File: src/rtl/cal_alarm_pkg.sv
package cal_alarm_pkg;
    localparam int NUM_FIELDS = 6;
    localparam int VAL_W      = 12;
    localparam int ADDR_W     = 3;
    localparam int CTRL_W     = 7;
    localparam int GLOBAL_BIT = 6;
    localparam int STATUS_BIT = 1;

    localparam logic [ADDR_W-1:0] ADDR_CTRL   = 3'd0;
    localparam logic [ADDR_W-1:0] ADDR_STATUS = 3'd7;

    typedef enum logic {
        ALM_IDLE  = 1'b0,
        ALM_FIRED = 1'b1
    } alm_state_t;

    // stored width of each alarm field, index 0 = seconds .. 5 = year
    function automatic int field_width(input int idx);
        case (idx)
            0, 1:    return 7;
            2, 3:    return 6;
            4:       return 5;
            default: return 12;
        endcase
    endfunction

    function automatic logic [VAL_W-1:0] field_mask(input int idx);
        return VAL_W'((1 << field_width(idx)) - 1);
    endfunction
endpackage

File: src/rtl/cal_alarm_regs.sv
module cal_alarm_regs
    import cal_alarm_pkg::*;
#(
    parameter int DATA_W = 16
) (
    input  logic                              clk,
    input  logic                              rst_n,
    input  logic                              wr_en,
    input  logic [ADDR_W-1:0]                 wr_addr,
    input  logic [DATA_W-1:0]                 wr_data,
    output logic [CTRL_W-1:0]                 ctrl,
    output logic [NUM_FIELDS-1:0][VAL_W-1:0]  alm_val
);
    always_ff @(posedge clk) begin
        if (!rst_n) begin
            ctrl <= '0;
        end else if (wr_en && wr_addr == ADDR_CTRL) begin
            ctrl <= wr_data[CTRL_W-1:0];
        end
    end

    for (genvar i = 0; i < NUM_FIELDS; i++) begin : g_field
        localparam logic [ADDR_W-1:0] FADDR = ADDR_W'(i + 1);
        localparam logic [VAL_W-1:0]  FMASK = field_mask(i);
        always_ff @(posedge clk) begin
            if (!rst_n) begin
                alm_val[i] <= '0;
            end else if (wr_en && wr_addr == FADDR) begin
                alm_val[i] <= wr_data[VAL_W-1:0] & FMASK;
            end
        end
    end
endmodule

File: src/rtl/cal_alarm_match.sv
module cal_alarm_match
    import cal_alarm_pkg::*;
(
    input  logic [NUM_FIELDS-1:0]             field_en,
    input  logic                              global_en,
    input  logic [NUM_FIELDS-1:0][VAL_W-1:0]  cur_val,
    input  logic [NUM_FIELDS-1:0][VAL_W-1:0]  alm_val,
    output logic                              any_hit
);
    logic [NUM_FIELDS-1:0] hit;

    for (genvar i = 0; i < NUM_FIELDS; i++) begin : g_cmp
        assign hit[i] = field_en[i] && (cur_val[i] == alm_val[i]);
    end

    assign any_hit = global_en && (|hit);
endmodule

File: src/rtl/cal_alarm_status.sv
module cal_alarm_status
    import cal_alarm_pkg::*;
(
    input  logic clk,
    input  logic rst_n,
    input  logic fire,
    input  logic ack,
    output logic irq
);
    alm_state_t state, state_nx;

    always_ff @(posedge clk) begin
        if (!rst_n) state <= ALM_IDLE;
        else        state <= state_nx;
    end

    always_comb begin
        state_nx = state;
        unique case (state)
            ALM_IDLE:  if (fire) state_nx = ALM_FIRED;
            ALM_FIRED: if (ack && !fire) state_nx = ALM_IDLE;
            default:   state_nx = ALM_IDLE;
        endcase
    end

    always_comb begin
        irq = (state == ALM_FIRED);
    end

    assert_set_on_fire_R6: assert property (@(posedge clk) disable iff (!rst_n)
        fire |=> irq);
    assert_sticky_R7: assert property (@(posedge clk) disable iff (!rst_n)
        (irq && !ack) |=> irq);
    assert_ack_clears_R8: assert property (@(posedge clk) disable iff (!rst_n)
        (ack && !fire) |=> !irq);
    assert_fire_beats_ack_R9: assert property (@(posedge clk) disable iff (!rst_n)
        (ack && fire) |=> irq);
endmodule

File: src/rtl/cal_alarm_cmp.sv
module cal_alarm_cmp
    import cal_alarm_pkg::*;
#(
    parameter int DATA_W = 16
) (
    input  logic              clk,
    input  logic              rst_n,
    input  logic              wr_en,
    input  logic [2:0]        wr_addr,
    input  logic [DATA_W-1:0] wr_data,
    input  logic [2:0]        rd_addr,
    output logic [DATA_W-1:0] rd_data,
    input  logic              sec_tick,
    input  logic [7:0]        t_sec,
    input  logic [7:0]        t_min,
    input  logic [7:0]        t_hour,
    input  logic [7:0]        t_mday,
    input  logic [7:0]        t_mon,
    input  logic [11:0]       t_year,
    output logic              alarm_irq
);
    logic [CTRL_W-1:0]                ctrl;
    logic [NUM_FIELDS-1:0][VAL_W-1:0] alm_val;
    logic [NUM_FIELDS-1:0][VAL_W-1:0] cur_val;
    logic                             any_hit;
    logic                             fire;
    logic                             ack;

    cal_alarm_regs #(.DATA_W(DATA_W)) u_regs (
        .clk     (clk),
        .rst_n   (rst_n),
        .wr_en   (wr_en),
        .wr_addr (wr_addr),
        .wr_data (wr_data),
        .ctrl    (ctrl),
        .alm_val (alm_val)
    );

    assign cur_val[0] = VAL_W'(t_sec);
    assign cur_val[1] = VAL_W'(t_min);
    assign cur_val[2] = VAL_W'(t_hour);
    assign cur_val[3] = VAL_W'(t_mday);
    assign cur_val[4] = VAL_W'(t_mon);
    assign cur_val[5] = t_year;

    cal_alarm_match u_match (
        .field_en  (ctrl[NUM_FIELDS-1:0]),
        .global_en (ctrl[GLOBAL_BIT]),
        .cur_val   (cur_val),
        .alm_val   (alm_val),
        .any_hit   (any_hit)
    );

    assign fire = sec_tick && any_hit;
    assign ack  = wr_en && (wr_addr == ADDR_STATUS) && wr_data[STATUS_BIT];

    cal_alarm_status u_status (
        .clk   (clk),
        .rst_n (rst_n),
        .fire  (fire),
        .ack   (ack),
        .irq   (alarm_irq)
    );

    always_comb begin
        rd_data = '0;
        unique case (rd_addr)
            ADDR_CTRL:   rd_data = DATA_W'(ctrl);
            ADDR_STATUS: rd_data[STATUS_BIT] = alarm_irq;
            default:     rd_data = DATA_W'(alm_val[rd_addr - 3'd1]);
        endcase
    end

    assert_quiet_when_disabled_R4: assert property (@(posedge clk) disable iff (!rst_n)
        (!alarm_irq && !(sec_tick && ctrl[GLOBAL_BIT])) |=> !alarm_irq);
    assert_status_readback_R10: assert property (@(posedge clk) disable iff (!rst_n)
        (rd_addr == ADDR_STATUS) |-> (rd_data == (DATA_W'(alarm_irq) << STATUS_BIT)));
endmodule

File: config.mk
export PLATFORM = sky130hd
export DESIGN_NAME = cal_alarm_cmp
export DESIGN_NICKNAME = d
export VERILOG_FILES = /design/src/rtl/cal_alarm_pkg.sv /design/src/rtl/cal_alarm_regs.sv /design/src/rtl/cal_alarm_match.sv /design/src/rtl/cal_alarm_status.sv /design/src/rtl/cal_alarm_cmp.sv
export SDC_FILE = /design/constraint.sdc
export NUM_CORES = 1
export LEC_CHECK = 0
export BUFFER_PORTS_ARGS = -buffer_cell sky130_fd_sc_hd__buf_2
export CAP_MARGIN = 20
export CORE_MARGIN = 5
export CORE_UTILIZATION = 25
export CTS_CLUSTER_DIAMETER = 120
export DETAILED_ROUTE_END_ITERATION = 16
export GPL_ROUTABILITY_DRIVEN = 0
export SLEW_MARGIN = 15
export SYNTH_ARGS = -nofsm -noshare
export SYNTH_HDL_FRONTEND = slang
export SYNTH_HIERARCHICAL = 1
export SYNTH_SLANG_ARGS = --single-unit
File: constraint.sdc
create_clock -name clk -period 1.73 [get_ports clk]
set_input_delay 0.0865 -clock clk [delete_from_list [all_inputs] [get_ports clk]]
set_output_delay 0.0865 -clock clk [all_outputs]
set_load 0.01 [all_outputs]
# Word level (Yosys, flattened, before mapping)
# Cells that the tools add are included.
# word_totals
ff_bits,51
input_bits,78
word_cells,55
# classes
addsub,1
n_lt_le_gt_ge,1
eq_ne,14
muxes,8
n_bitwise,1
reduce_logical,22
# ops
op,count
12-bit binary-select mux with 3-bit select,1
10-bit case mux with 2 select lines,1
1-bit logical AND,18
8-bit by 6-bit == test with 1-bit output,2
8-bit by 7-bit == test with 1-bit output,2
3-bit == test (second input constant),5
12-bit == test,1
12-bit two-way mux,1
8-bit by 5-bit == test with 1-bit output,1
3-bit by 2-bit == test with 1-bit output (second input constant),2
3-bit zero test,2
1-bit case mux with 2 select lines,3
6-bit OR reduction,1
3-bit by 4-bit < comparator with 1-bit output (second input constant),1
3-bit by 1-bit == test with 1-bit output (second input constant),1
3-bit by 1-bit subtractor with 3-bit output (second input constant),1
1-bit two-way mux,2
1-bit zero test,1
1-bit inverter,1

# Logic depth before layout (Yosys ltp)
# depth
depth_word,9
depth_mapped,10
depth_no_buf,7

# By module
# Netlist, hierarchy kept.
# modules_own_cells
module,instances,cells_each,area_per_inst_um2
cal_alarm_regs,1,212,2084.5
cal_alarm_match,1,101,818.3
cal_alarm_cmp,1,86,797.0
cal_alarm_status,1,3,41.3

# Worst setup path before layout
# No wires, ideal clock.
# synth_path
path_kind,in2out
from,input port rd_addr[0]
to,output port rd_data[1]
arrival_time_ns,1.734
required_ns,1.643
path_slack_ns,-0.091
stages,10
path_buffers,5
path_cell_list,buf_6 > buf_12 > buf_4 > inv_1 > ha_1 > buf_2 > buf_2 > mux4_2 > o21ai_0 > o211ai_1
# synth_via
elab_chain_len,4
word_cells_on_any_way,6
classes_between,add/sub (1); eq/ne (1); mux (3); reduce/logical (1)
# synth_rtl
item,line_no,text
"start, declared",cal_alarm_cmp.sv:11,"input logic [2:0] rd_addr,"
3-bit by 1-bit subtractor with 3-bit output,cal_alarm_cmp.sv:70,default: rd_data = DATA_W'(alm_val[rd_addr - 3'd1]);
12-bit binary-select mux with 3-bit select,cal_alarm_cmp.sv:70,
12-bit two-way mux (not written as such),cal_alarm_cmp.sv:70,
1-bit case mux with 2 select lines *,cal_alarm_cmp.sv:67,unique case (rd_addr)
"end, declared",cal_alarm_cmp.sv:12,"output logic [DATA_W-1:0] rd_data,"
# Mark *: on every way between the ends. The rest lies on a longest branch, timed or not. The select of a mux whose other input is x is not followed.

# Final worst setup path
# layout_path
from,register u_regs/alm_val[16] in the netlist's numbering
to,output port rd_data[4]
# layout_via
elab_chain_len,3
# layout_rtl
item,line_no,text
"start, declared",cal_alarm_regs.sv:12,output logic [NUM_FIELDS-1:0][VAL_W-1:0] alm_val
"start signal, assigned by index",cal_alarm_regs.sv:29,alm_val[i] <= wr_data[VAL_W-1:0] & FMASK;
12-bit binary-select mux with 3-bit select,cal_alarm_cmp.sv:70,
12-bit two-way mux (not written as such),cal_alarm_cmp.sv:70,
10-bit case mux with 2 select lines,cal_alarm_cmp.sv:67,
# Every way passes these cells. The select of a mux whose other input is x is not followed.

==> results.toml <==
[pwr]
pwr-share-seq = 0.390
leakage_nw = 2.20
combPwrFrac = 0.208
intPower_w = 0.00233
power.clock.fraction = 0.402
vdd_drop_max_mv = 0.528
switching_share = 0.258
power.density_mw_per_mm2 = 648
switchingPower_w = 0.000810

[sta]
max_freq_mhz = 589
finalSetupViolCount = 0
period_minus_slack_ns = 1.70
setup_slack_ns = 0.0319
grt_setup_unrepaired = "true"
fin_crit_sh = 0.982
hold_viol = 0
hold_ws_ns = 0.0466
worst_clock_skew_ns = 0.00775
maxSlewViolCount = 0

[worst_setup_path]
crit_fanout = 2
worst_ep_arrival_time_ns = 1.61
crit_family = "multiplexers"
r2r-start = "u_regs/alm_val[5]"
required_ns = 1.64
max_stage_delay_ns = 0.50
path_cells = "buf_6 -> mux4_2 -> o21ai_2 -> o211ai_1 -> buf_2"
startpoint = "u_regs/alm_val[16]"
cp-end-kind = "output pin"
critPathLaunchType = "flip-flop"
crit_slowest_cell = "mux4_2"
critPathBufInv = 2
crit_type = "flip-flop to output pin"

[synthesis]
synth-main-ff-cell = "dfxtp_1"
synth.most_common_cell = "nand2_1"
postSynthCellCount = 402
ys_types = 39
netlist_area_mm2 = 0.00374
synth.area.top_cells = "dfxtp_1 27%, mux2i_1 16%, xnor2_1 12%"
ys_seq_elements = 51
synth_top_area_frac = 0.273
synthArstFlopShare = 0
yosysWarningCount = 6
synth_edf_count = 0
ys_seq_area_frac = 0.273
syn_avg_cell_area_um2 = 9.31
yosysTopAreaCell = "dfxtp_1"
synth_common_cells = "73 x nand2_1, 61 x mux2i_1, 51 x dfxtp_1, 51 x xnor2_1, 35 x buf_4"

[clock_tree]
clock-sinks = 51
h-tree-depth = 2
cts_tree = "yes"
path_clk_slew_ns = 0.07
cts_root_buf = "clkbuf_16"
numCtsBuffers = 5
clk_latency_ns = 0.29
clock_path_buffers = 2

[floorplan]
core_area_mm2 = 0.0146
die_x_um = 132
io_pins = 95
fp-row-count = 44
die_y_um = 132
initial_core_util = 0.256
die-area_mm2 = 0.0175

[place]
dpl.cell_count = 712
dp_slack_ns = -0.156
portBuffers = 86
dp_hpwl_mm = 9.63

[hold_path]
worstHoldStart = "wr_data[11]"
hold_path_class = "input pin to flip-flop"

[detailed_routing]
finalWirelength_mm = 11.8
drtPass1Iterations = 4
ant_nets = 0
drc = 0
via_per_inst = 4.42
drt_iter0_drc = 162
wl_per_cell_um = 16.5
via_count = 3167

[final_layout]
area.growth.synth_to_final_pct = 29.5
layout.nets = 613
utilization = 0.332
diodes = 0
drive_above_1_share = 0.340
stdcell_count = 717

[global_route]
grt-ovfl-total = 0
grt_antenna_before_repair = 0
grt_pass1_vias = 3346
grt_max_degree = 24
track_usage = 0.133
grt_pass1_wl_mm = 18.4

[flow_run]
maxCapViolCount = 0

[status]
status = "finished, final reports clean"
==> power by group through the flow <==
stage,logic [W],registers (W),clock network (W)
floorplan,0.000436,0.00124,0
global placement,0.000602,0.00125,0
detailed placement,0.000604,0.00125,0
CTS,0.000616,0.00122,0.00128
global route,0.000711,0.00123,0.00132
finish,0.000653,0.00122,0.00126
==> worst reg2reg max path, delay by kind of cell, from the launching register on <==
family | cells | cell delay, ns
and+or+nand+nor | 2 | 0.49
buffers and inverters | 1 | 0.18
DFF | 1 | 0.36
AOI/OAI and AO/OA | 3 | 0.45
xor gates and xnor gates | 1 | 0.15
==> logic make-up after synthesis <==
family,Yosys count,synth area share
simple gates,111,0.148
fa+ha+maj,3,0.0100
buf+inv,57,0.101
flops,51,0.273
compound gates,32,0.0549
xor+xnor,72,0.169
other cells,2,0.00201
mux,74,0.242
==> final cells by class <==
type | count | area, um^2
fill | 1510 | 9750
timing repair buffer | 126 | 738
sequential | 51 | 1040
clock inverter | 3 | 67.6
clock buffer | 5 | 125
multi-input combinational | 345 | 2630
inverter | 3 | 11.3
tap | 184 | 230
==> layer usage <==
layer,global-route usage,vias up,wire (um)
met2,0.222,81,5730
li1,-,1589,-
met5,0,-,0
met4,0.0419,0,303
met3,0.0248,19,444
met1,0.173,1478,5360
==> cell usage in the layout, fill, tap and decap left out, types with 3 or more instances in the layout <==
master	Yosys	final
buf_2	7	86
buf_4	35	38
clkbuf_16	0	5
conb_1	2	53
dfxtp_1	51	38
dfxtp_2	0	12
ha_1	3	3
inv_1	3	3
mux2i_1	61	61
mux4_2	8	12
nand2_1	73	73
nand3_1	4	4
nand4_1	9	9
nand4bb_1	3	3
nor4_2	2	7
o211ai_1	7	7
o21ai_0	9	4
o21ai_1	6	5
o21ai_2	0	6
xnor2_1	51	51
xor2_1	21	20
==> path summary, 6_finish.rpt <==
check / cells after the start / to / slack [ns]
worst max-delay path: 5 / rd_data[4] / 0.03
worst max register to register: 7 / u_status/irq / 0.05
worst min-delay path: 3 / u_regs/alm_val[71] / 0.05
worst min register to register: 2 / u_regs/alm_val[4] / 0.48
==> state kept, by name, summed over array words and instances, names as in the netlist <==
name            flops
u_regs/alm_val     43
u_regs/ctrl         7
u_status/irq        1
==> what timing repair did <==
item                       in CTS  in global routing
gates resized for setup        26                 19
setup buffers                   3                  1
cloned                          0                  0
hold buffers                    0                  0
pin swaps                       3                  9
setup endpoints to repair      12                  8
==> through the flow <==
step / TNS, ns / total power, W / area (um^2)
2_1_floorplan: 0 / 0.00168 / 3940
3_3_place_gp: -1.02 / 0.00185 / 4550
3_5_place_dp: -1.15 / 0.00185 / 4550
4_1_cts: -0.00518 / 0.00312 / 4760
5_1_grt: -0.0512 / 0.00326 / 4840
6_report: 0 / 0.00314 / 4840
(Power assumes the default switching activity.)
